`config.mk`:
```
export PLATFORM = sky130hd
export DESIGN_NAME = vga_planar_writer
export DESIGN_NICKNAME = d
export VERILOG_FILES = /design/src/rtl/vgaw_pkg.sv /design/src/rtl/vgaw_mode_stage.sv /design/src/rtl/vgaw_rop_stage.sv /design/src/rtl/vgaw_byte_route.sv /design/src/rtl/vga_planar_writer.sv
export SDC_FILE = /design/constraint.sdc
export NUM_CORES = 1
export LEC_CHECK = 0
export BUFFER_PORTS_ARGS = -buffer_cell sky130_fd_sc_hd__buf_2
export CAP_MARGIN = 30
export CORE_UTILIZATION = 40
export CTS_CLUSTER_SIZE = 14
export DETAILED_ROUTE_END_ITERATION = 7
export SLEW_MARGIN = 20
export SYNTH_ARGS = -nofsm -noshare
export SYNTH_HDL_FRONTEND = slang
export SYNTH_SLANG_ARGS = --single-unit
```
`constraint.sdc`:
```
create_clock -name clk -period 1.5 [get_ports clk]
set_input_delay 0.075 -clock clk [delete_from_list [all_inputs] [get_ports clk]]
set_output_delay 0.075 -clock clk [all_outputs]
set_load 0.02 [all_outputs]
```
`src/rtl/vgaw_pkg.sv`:
```
package vgaw_pkg;

    localparam int LANES  = 4;
    localparam int LANE_W = 8;
    localparam int WORD_W = LANES * LANE_W;
    localparam int ROT_W  = $clog2(LANE_W);
    localparam int LSEL_W = $clog2(LANES);

    typedef enum logic [1:0] {
        WM_ROTATE = 2'd0,
        WM_LATCH  = 2'd1,
        WM_EXPAND = 2'd2,
        WM_MASKED = 2'd3
    } wmode_e;

    typedef enum logic [1:0] {
        LF_PASS = 2'd0,
        LF_AND  = 2'd1,
        LF_OR   = 2'd2,
        LF_XOR  = 2'd3
    } lfun_e;

    // one bit per plane blown up to a full lane of ones or zeros
    function automatic logic [WORD_W-1:0] spread_bits(input logic [LANES-1:0] sel);
        logic [WORD_W-1:0] w;
        for (int p = 0; p < LANES; p++) begin
            w[p*LANE_W +: LANE_W] = {LANE_W{sel[p]}};
        end
        return w;
    endfunction

    function automatic logic [LANE_W-1:0] rot_right(input logic [LANE_W-1:0] v,
                                                     input logic [ROT_W-1:0]  n);
        logic [2*LANE_W-1:0] t;
        t = {v, v} >> n;
        return t[LANE_W-1:0];
    endfunction

endpackage

```
`src/rtl/vgaw_mode_stage.sv`:
```
// Write-mode stage: forms the per-plane value and the 8-bit bit mask.
module vgaw_mode_stage
    import vgaw_pkg::*;
(
    input  logic [1:0]        mode,
    input  logic [ROT_W-1:0]  rot,
    input  logic [LANE_W-1:0] data,
    input  logic [LANES-1:0]  srv,
    input  logic [LANES-1:0]  sre,
    input  logic [LANE_W-1:0] gmask,
    input  logic [WORD_W-1:0] latch,
    output logic [WORD_W-1:0] value,
    output logic [LANE_W-1:0] mask8,
    output logic              bypass
);
    wmode_e            wm;
    logic [LANE_W-1:0] rot_byte;
    logic [WORD_W-1:0] sr_word;
    logic [WORD_W-1:0] exp_word;
    logic [WORD_W-1:0] m0_word;

    assign wm       = wmode_e'(mode);
    assign rot_byte = rot_right(data, rot);
    assign sr_word  = spread_bits(srv);
    assign exp_word = spread_bits(data[LANES-1:0]);

    // mode 0: rotated byte per plane, replaced by set/reset where enabled
    for (genvar p = 0; p < LANES; p++) begin : g_setreset
        assign m0_word[p*LANE_W +: LANE_W] =
            sre[p] ? sr_word[p*LANE_W +: LANE_W] : rot_byte;
    end

    always_comb begin
        bypass = 1'b0;
        mask8  = gmask;
        value  = m0_word;
        case (wm)
            WM_ROTATE: value = m0_word;
            WM_LATCH: begin
                value  = latch;
                mask8  = '1;
                bypass = 1'b1;
            end
            WM_EXPAND: value = exp_word;
            WM_MASKED: begin
                value = sr_word;
                mask8 = gmask & rot_byte;
            end
            default: value = m0_word;
        endcase
    end
endmodule

```
`src/rtl/vgaw_rop_stage.sv`:
```
// Logic-function and bit-mask merge, lane by lane against the latch.
module vgaw_rop_stage
    import vgaw_pkg::*;
(
    input  logic [WORD_W-1:0] value,
    input  logic [WORD_W-1:0] latch,
    input  logic [1:0]        fn,
    input  logic [LANE_W-1:0] mask8,
    input  logic              bypass,
    output logic [WORD_W-1:0] word
);
    lfun_e lf;
    assign lf = lfun_e'(fn);

    for (genvar p = 0; p < LANES; p++) begin : g_lane
        logic [LANE_W-1:0] v_l;
        logic [LANE_W-1:0] l_l;
        logic [LANE_W-1:0] op_l;
        logic [LANE_W-1:0] mrg_l;

        assign v_l = value[p*LANE_W +: LANE_W];
        assign l_l = latch[p*LANE_W +: LANE_W];

        always_comb begin
            case (lf)
                LF_AND:  op_l = v_l & l_l;
                LF_OR:   op_l = v_l | l_l;
                LF_XOR:  op_l = v_l ^ l_l;
                default: op_l = v_l;
            endcase
        end

        assign mrg_l = (op_l & mask8) | (l_l & ~mask8);
        assign word[p*LANE_W +: LANE_W] = bypass ? v_l : mrg_l;
    end
endmodule

```
`src/rtl/vgaw_byte_route.sv`:
```
// Byte-mode routing: word address and target plane for chain-4 / odd-even.
module vgaw_byte_route
    import vgaw_pkg::*;
#(
    parameter int WIN_AW = 16
) (
    input  logic [WIN_AW-1:0] baddr,
    input  logic              chain4,
    input  logic              page_hi,
    output logic [WIN_AW-1:0] waddr,
    output logic [LSEL_W-1:0] lane
);
    always_comb begin
        if (chain4) begin
            waddr = baddr >> LSEL_W;
            lane  = baddr[LSEL_W-1:0];
        end else begin
            waddr = baddr >> 1;
            lane  = {page_hi, baddr[0]};
        end
    end
endmodule

```
`src/rtl/vga_planar_writer.sv`:
```
module vga_planar_writer
    import vgaw_pkg::*;
#(
    parameter int HOST_AW = 17,
    parameter int WIN_AW  = 16
) (
    input  logic               clk,
    input  logic               rst_n,
    input  logic               wr_en,
    input  logic [HOST_AW-1:0] wr_addr,
    input  logic [7:0]         wr_byte,
    input  logic [3:0]         plane_en,
    input  logic               chain4_en,
    input  logic               oddeven_en,
    input  logic               page_hi,
    input  logic [1:0]         wmode,
    input  logic [2:0]         rot_cnt,
    input  logic [1:0]         lfun,
    input  logic [3:0]         sr_value,
    input  logic [3:0]         sr_enable,
    input  logic [7:0]         bit_mask,
    input  logic [31:0]        latch,
    output logic               mem_we,
    output logic [WIN_AW-1:0]  mem_addr,
    output logic [31:0]        mem_wdata,
    output logic [3:0]         mem_be
);
    typedef struct packed {
        logic              we;
        logic [WIN_AW-1:0] addr;
        logic [WORD_W-1:0] data;
        logic [LANES-1:0]  be;
    } port_t;

    port_t cur_q, nxt_d;

    logic              in_win;
    logic              byte_mode;
    logic [WIN_AW-1:0] win_addr;
    logic [WORD_W-1:0] mode_value;
    logic [LANE_W-1:0] mode_mask;
    logic              mode_bypass;
    logic [WORD_W-1:0] planar_word;
    logic [WIN_AW-1:0] byte_waddr;
    logic [LSEL_W-1:0] byte_lane;
    logic [LANES-1:0]  lane_oh;

    assign in_win    = (wr_addr[HOST_AW-1:WIN_AW] == '0);
    assign win_addr  = wr_addr[WIN_AW-1:0];
    assign byte_mode = chain4_en | oddeven_en;
    assign lane_oh   = LANES'(1) << byte_lane;

    vgaw_mode_stage u_mode (
        .mode   (wmode),
        .rot    (rot_cnt),
        .data   (wr_byte),
        .srv    (sr_value),
        .sre    (sr_enable),
        .gmask  (bit_mask),
        .latch  (latch),
        .value  (mode_value),
        .mask8  (mode_mask),
        .bypass (mode_bypass)
    );

    vgaw_rop_stage u_rop (
        .value  (mode_value),
        .latch  (latch),
        .fn     (lfun),
        .mask8  (mode_mask),
        .bypass (mode_bypass),
        .word   (planar_word)
    );

    vgaw_byte_route #(.WIN_AW(WIN_AW)) u_route (
        .baddr   (win_addr),
        .chain4  (chain4_en),
        .page_hi (page_hi),
        .waddr   (byte_waddr),
        .lane    (byte_lane)
    );

    always_comb begin
        nxt_d    = cur_q;
        nxt_d.we = 1'b0;
        nxt_d.be = '0;
        if (wr_en && in_win) begin
            if (byte_mode) begin
                nxt_d.addr = byte_waddr;
                nxt_d.data = {LANES{wr_byte}};
                nxt_d.be   = lane_oh & plane_en;
            end else begin
                nxt_d.addr = win_addr;
                nxt_d.data = planar_word;
                nxt_d.be   = plane_en;
            end
            nxt_d.we = |nxt_d.be;
        end
    end

    always_ff @(posedge clk or negedge rst_n) begin
        if (!rst_n) cur_q <= '0;
        else        cur_q <= nxt_d;
    end

    assign mem_we    = cur_q.we;
    assign mem_addr  = cur_q.addr;
    assign mem_wdata = cur_q.data;
    assign mem_be    = cur_q.be;

    // ---------------- assertions ----------------
    assert_drop_high_R1: assert property (@(posedge clk) disable iff (!rst_n)
        (wr_en && wr_addr[HOST_AW-1:WIN_AW] != '0) |=> !mem_we);

    assert_single_lane_R2: assert property (@(posedge clk) disable iff (!rst_n)
        (wr_en && (chain4_en || oddeven_en)) |=> ($countones(mem_be) <= 1));

    assert_latch_copy_R5: assert property (@(posedge clk) disable iff (!rst_n)
        (wr_en && in_win && !byte_mode && wmode == 2'd1 && plane_en != '0)
        |=> (mem_wdata == $past(latch)));

    assert_m3_mask_R7: assert property (@(posedge clk) disable iff (!rst_n)
        (wr_en && wmode == 2'd3) |-> ((mode_mask & ~bit_mask) == '0));

    assert_zero_mask_R9: assert property (@(posedge clk) disable iff (!rst_n)
        (wr_en && in_win && !byte_mode && wmode != 2'd1 && bit_mask == '0 && plane_en != '0)
        |=> (mem_wdata == $past(latch)));

    assert_plane_gate_R10: assert property (@(posedge clk) disable iff (!rst_n)
        wr_en |=> ((mem_be & ~$past(plane_en)) == '0));

    assert_idle_R11: assert property (@(posedge clk) disable iff (!rst_n)
        !wr_en |=> !mem_we);

    assert_rot_zero_R12: assert property (@(posedge clk) disable iff (!rst_n)
        (wr_en && in_win && !byte_mode && wmode == 2'd0 && rot_cnt == '0 &&
         sr_enable == '0 && bit_mask == 8'hFF && lfun == 2'd0 && plane_en != '0)
        |=> (mem_wdata == {LANES{$past(wr_byte)}}));
endmodule

```
==> flow_metrics.env <==
export IMPL_cts_root_buf="clkbuf_16"
export IMPL_wl_per_cell_um=22.9
export IMPL_synth_edf_count=0
export IMPL_finalSetupTns_ns=-15.61
export IMPL_criticalPathCategory="in -> reg"
export IMPL_synthSimpleGateAreaFrac_pct=15.9
export IMPL_critPathMaxStageDelay_ns=0.54
export IMPL_synth_avg_cell_area_um2=8.10
export IMPL_crit_fanout=3
export IMPL_synthArstFlopShare_pct=100
export IMPL_htree_levels=2
export IMPL_hold_path_class="in -> reg"
export IMPL_syn_to_final_growth_pct=48.8
export IMPL_path_cells="buf_8 > mux4_2 > buf_6 > mux2i_4 > buf_6 > buf_4 > o21ai_2 > o211ai_1 > ha_1 > nand2b_4 > a21boi_2 > a2111o_1 > o32ai_2"
export IMPL_ir_drop_mv=0.495
export IMPL_clk_path_buf_depth=2
export IMPL_relSlewSlack_pct=70.4
export IMPL_yosysWarningCount=0
export IMPL_crit_path_frequent_cell="buf_6"
export IMPL_tritoncts="done"
export IMPL_ios=143
export IMPL_period_minus_slack_ns=2.15
export IMPL_synthCells=978
export IMPL_placed_cell_area_mm2=0.0107
export IMPL_nFillCells=1729
export IMPL_rsz0062_at_grt="yes"
export IMPL_postRouteAntennaNets=0
export IMPL_crit_arrival_ns=2.38
export IMPL_status="finished, violations left"
export IMPL_total_power_mw=7.89
export IMPL_tightestPinTransition_ns=0.441
export IMPL_power_density_mw_per_mm2=670
export IMPL_initial_core_util_pct=40.7
export IMPL_crit_required_ns=1.73
export IMPL_netlist_top_cells_count="a211oi_1 (99), clkbuf_1 (72), ha_1 (64), nand2_1 (64), o21ai_0 (56)"
export IMPL_grt_overflow=0
export IMPL_rr_startpoint="mem_wdata[2]"
export IMPL_r2r_end="mem_wdata[2]"
export IMPL_vias=9959
export IMPL_cts_inserted_buffers=5
export IMPL_viasPerCell=6.43
export IMPL_fin_area_mm2=0.0118
export IMPL_floorplan_die_height_um=143
export IMPL_critPathSlowestCell="mux4_2"
export IMPL_route_detailed_drc=0
export IMPL_dp_slack_ns=-1.11
export IMPL_gp_congestion=0.939
export IMPL_antenna_found_initial=1
export IMPL_r2r_cells=3
export IMPL_p_leak_nw=5.24
export IMPL_hold_end="mem_be[2]"
export IMPL_die_w_um=143
export IMPL_synth_area_mm2=0.00792
export IMPL_hold_violations=0
export IMPL_clk_latency_ns=0.32
export IMPL_synth_flop_cell="dfrtp_1"
export IMPL_drv_cap=0
export IMPL_worst_setup_path_start_kind="input port"
export IMPL_finalSetupViolations=32
export IMPL_setup_ws_ns=-0.648
export IMPL_synth_xor_area_share_pct=0
export IMPL_postRouteWirelength_um=35500
export IMPL_ys_types=36
export IMPL_max_freq_ghz=0.466
export IMPL_maxSlewViolCount=0
export IMPL_synth_fa_ha_area_share_pct=10.1
export IMPL_num_rows=51
export IMPL_dr_first_iter_drc_count=869
export IMPL_cts_sinks=53
export IMPL_grt_pass1_vias=9475
export IMPL_yosysTopAreaCell="dfrtp_1"
export IMPL_hold_path_cell_count=3
export IMPL_failed_checks="negative setup slack"
export IMPL_portBuffers=142
export IMPL_synth_top_area_share_pct=16.7
export IMPL_path_clk_slew_ns=0.11
export IMPL_timing_final_crit_share_pct=143
export IMPL_synth_compound_area_share_pct=42.4
export IMPL_synth_top_family_by_area="compound AO/OA/AOI/OAI gates"
export IMPL_r2r_setup_slack_ns=0.28
export IMPL_final_layout_size_suffix_gt1_share_pct=40.3
export IMPL_final_util_pct=60.6
export IMPL_dr_pass1_iters=5
export IMPL_grt_max_degree=54
export IMPL_yosysMostFrequentCell="a211oi_1"
export IMPL_core_mm2=0.0195
export IMPL_synthTopCellsByArea="dfrtp_1 (17%), ha_1 (10%), a211oi_1 (9.4%)"
export IMPL_ys_ff_latch=53
export IMPL_endpoint_kind="flip-flop"
export IMPL_syn_nets=1132
export IMPL_track_usage_pct=34.3
export IMPL_nNetsFinal=1435
export IMPL_min_from="plane_en[2]"
export IMPL_yosysSeqAreaShare_pct=16.7
export IMPL_die_area_mm2=0.0204
export IMPL_hpwl_um=26000
export IMPL_finClkSkew_ns=0
export IMPL_grt_pass1_wl_um=52600
export IMPL_synth_mux_area_share_pct=7.33
## critical path, delay by kind of cell
kind	cells	cell delay, ns
AND/OR/NAND/NOR	1	0.12
adder cells (fa/ha/maj)	1	0.16
multiplexers	2	0.73
buffers and inverters	4	0.47
AO/OA/AOI/OAI	5	0.84
## layer usage
| layer | global-route usage, % | wire length [µm] | vias up |
|---|---|---|---|
| met5 | 0 | 0 | - |
| met3 | 7.85 | 3250 | 105 |
| met1 | 43.5 | 14700 | 4813 |
| met2 | 55.3 | 16100 | 564 |
| li1 | - | - | 4477 |
| met4 | 15.7 | 1370 | 0 |
## layout make-up
class / count / area (µm²) / area share (%)
tap: 265 / 332 / 2.81
clock buffer: 5 / 125 / 1.06
clock inverter: 3 / 28.8 / 0.244
antenna: 1 / 2.50 / 0.0212
timing repair buffer: 401 / 3210 / 27.2
sequential: 53 / 1330 / 11.3
multi-input combinational: 779 / 6610 / 56.1
inverter: 41 / 154 / 1.31
## power by group
part / leakage, nW / internal, mW / total, mW / switching [mW]
registers: 0.648 / 1.69 / 1.86 / 0.169
logic: 4.52 / 2.10 / 4.62 / 2.51
clock network: 0.0763 / 0.649 / 1.42 / 0.770
total: 5.24 / 4.44 / 7.89 / 3.45
## metrics by stage
step | hold slack [ns] | instances
6_report | 0.0184 | 1548
5_1_grt | 0.0489 | 1547
4_1_cts | 0.0122 | 1533
3_5_place_dp | 0.114 | 1501
3_3_place_gp | 0.115 | 1501
2_1_floorplan | -0.221 | 978
## registers in the layout, indices dropped and copies added, names as in the netlist
signal	flops
mem_wdata	32
mem_addr	16
mem_we	1
mem_be	4
## cells in the final DEF (no fill, tap or decap), types with 2 or more instances in the layout
master | netlist | routed
a2111o_1 | 32 | 32
a211oi_1 | 99 | 96
a211oi_2 | 1 | 4
a21boi_1 | 0 | 15
a21boi_2 | 0 | 7
a21oi_1 | 15 | 15
a31oi_1 | 32 | 32
and2_1 | 40 | 40
buf_12 | 0 | 34
buf_2 | 28 | 131
buf_4 | 2 | 212
buf_6 | 0 | 18
buf_8 | 0 | 3
clkbuf_16 | 0 | 5
dfrtp_1 | 53 | 53
dlygate4sd3_1 | 0 | 3
ha_1 | 64 | 64
inv_1 | 41 | 41
mux2_2 | 8 | 8
mux2i_1 | 20 | 16
mux2i_4 | 0 | 12
mux4_2 | 8 | 8
nand2_1 | 64 | 62
nand2_2 | 0 | 2
nand2b_1 | 48 | 40
nand2b_4 | 0 | 7
nor2_1 | 52 | 52
nor3b_1 | 32 | 32
o2111ai_1 | 32 | 32
o211a_1 | 42 | 42
o211ai_1 | 32 | 32
o21ai_0 | 56 | 24
o21ai_1 | 0 | 3
o21ai_2 | 0 | 23
o21ai_4 | 0 | 6
o221ai_1 | 32 | 32
o32ai_1 | 32 | 2
o32ai_2 | 0 | 30
## worst max path at each step
stage               startpoint            end  slack [ns]  cells after the start
floorplan           rot_cnt[1]  mem_wdata[16]       -0.65                     10
global placement    rot_cnt[1]  mem_wdata[22]       -1.02                     13
detailed placement  rot_cnt[1]  mem_wdata[23]       -1.11                     11
CTS                 wr_byte[3]  mem_wdata[22]       -0.57                     13
global route        wr_byte[3]  mem_wdata[22]       -0.73                     13
finish              rot_cnt[2]  mem_wdata[30]       -0.65                     13
## repair_timing
item	CTS	global route
gates resized for setup	95	32
pin swaps	80	43
hold endpoints to repair	55	0
hold buffers	3	0
endpoints found under the setup margin	32	32
buffers inserted	21	18
## cells by family (layout without fill, tap and decap cells)
family,count (synthesis),after routing
buffers and inverters,146,450
other,0,1
flip-flops,53,53
AND/OR/NAND/NOR,241,241
multiplexers,44,44
adder cells (fa/ha/maj),64,64
AO/OA/AOI/OAI,430,430
(Power assumes the default switching activity.)
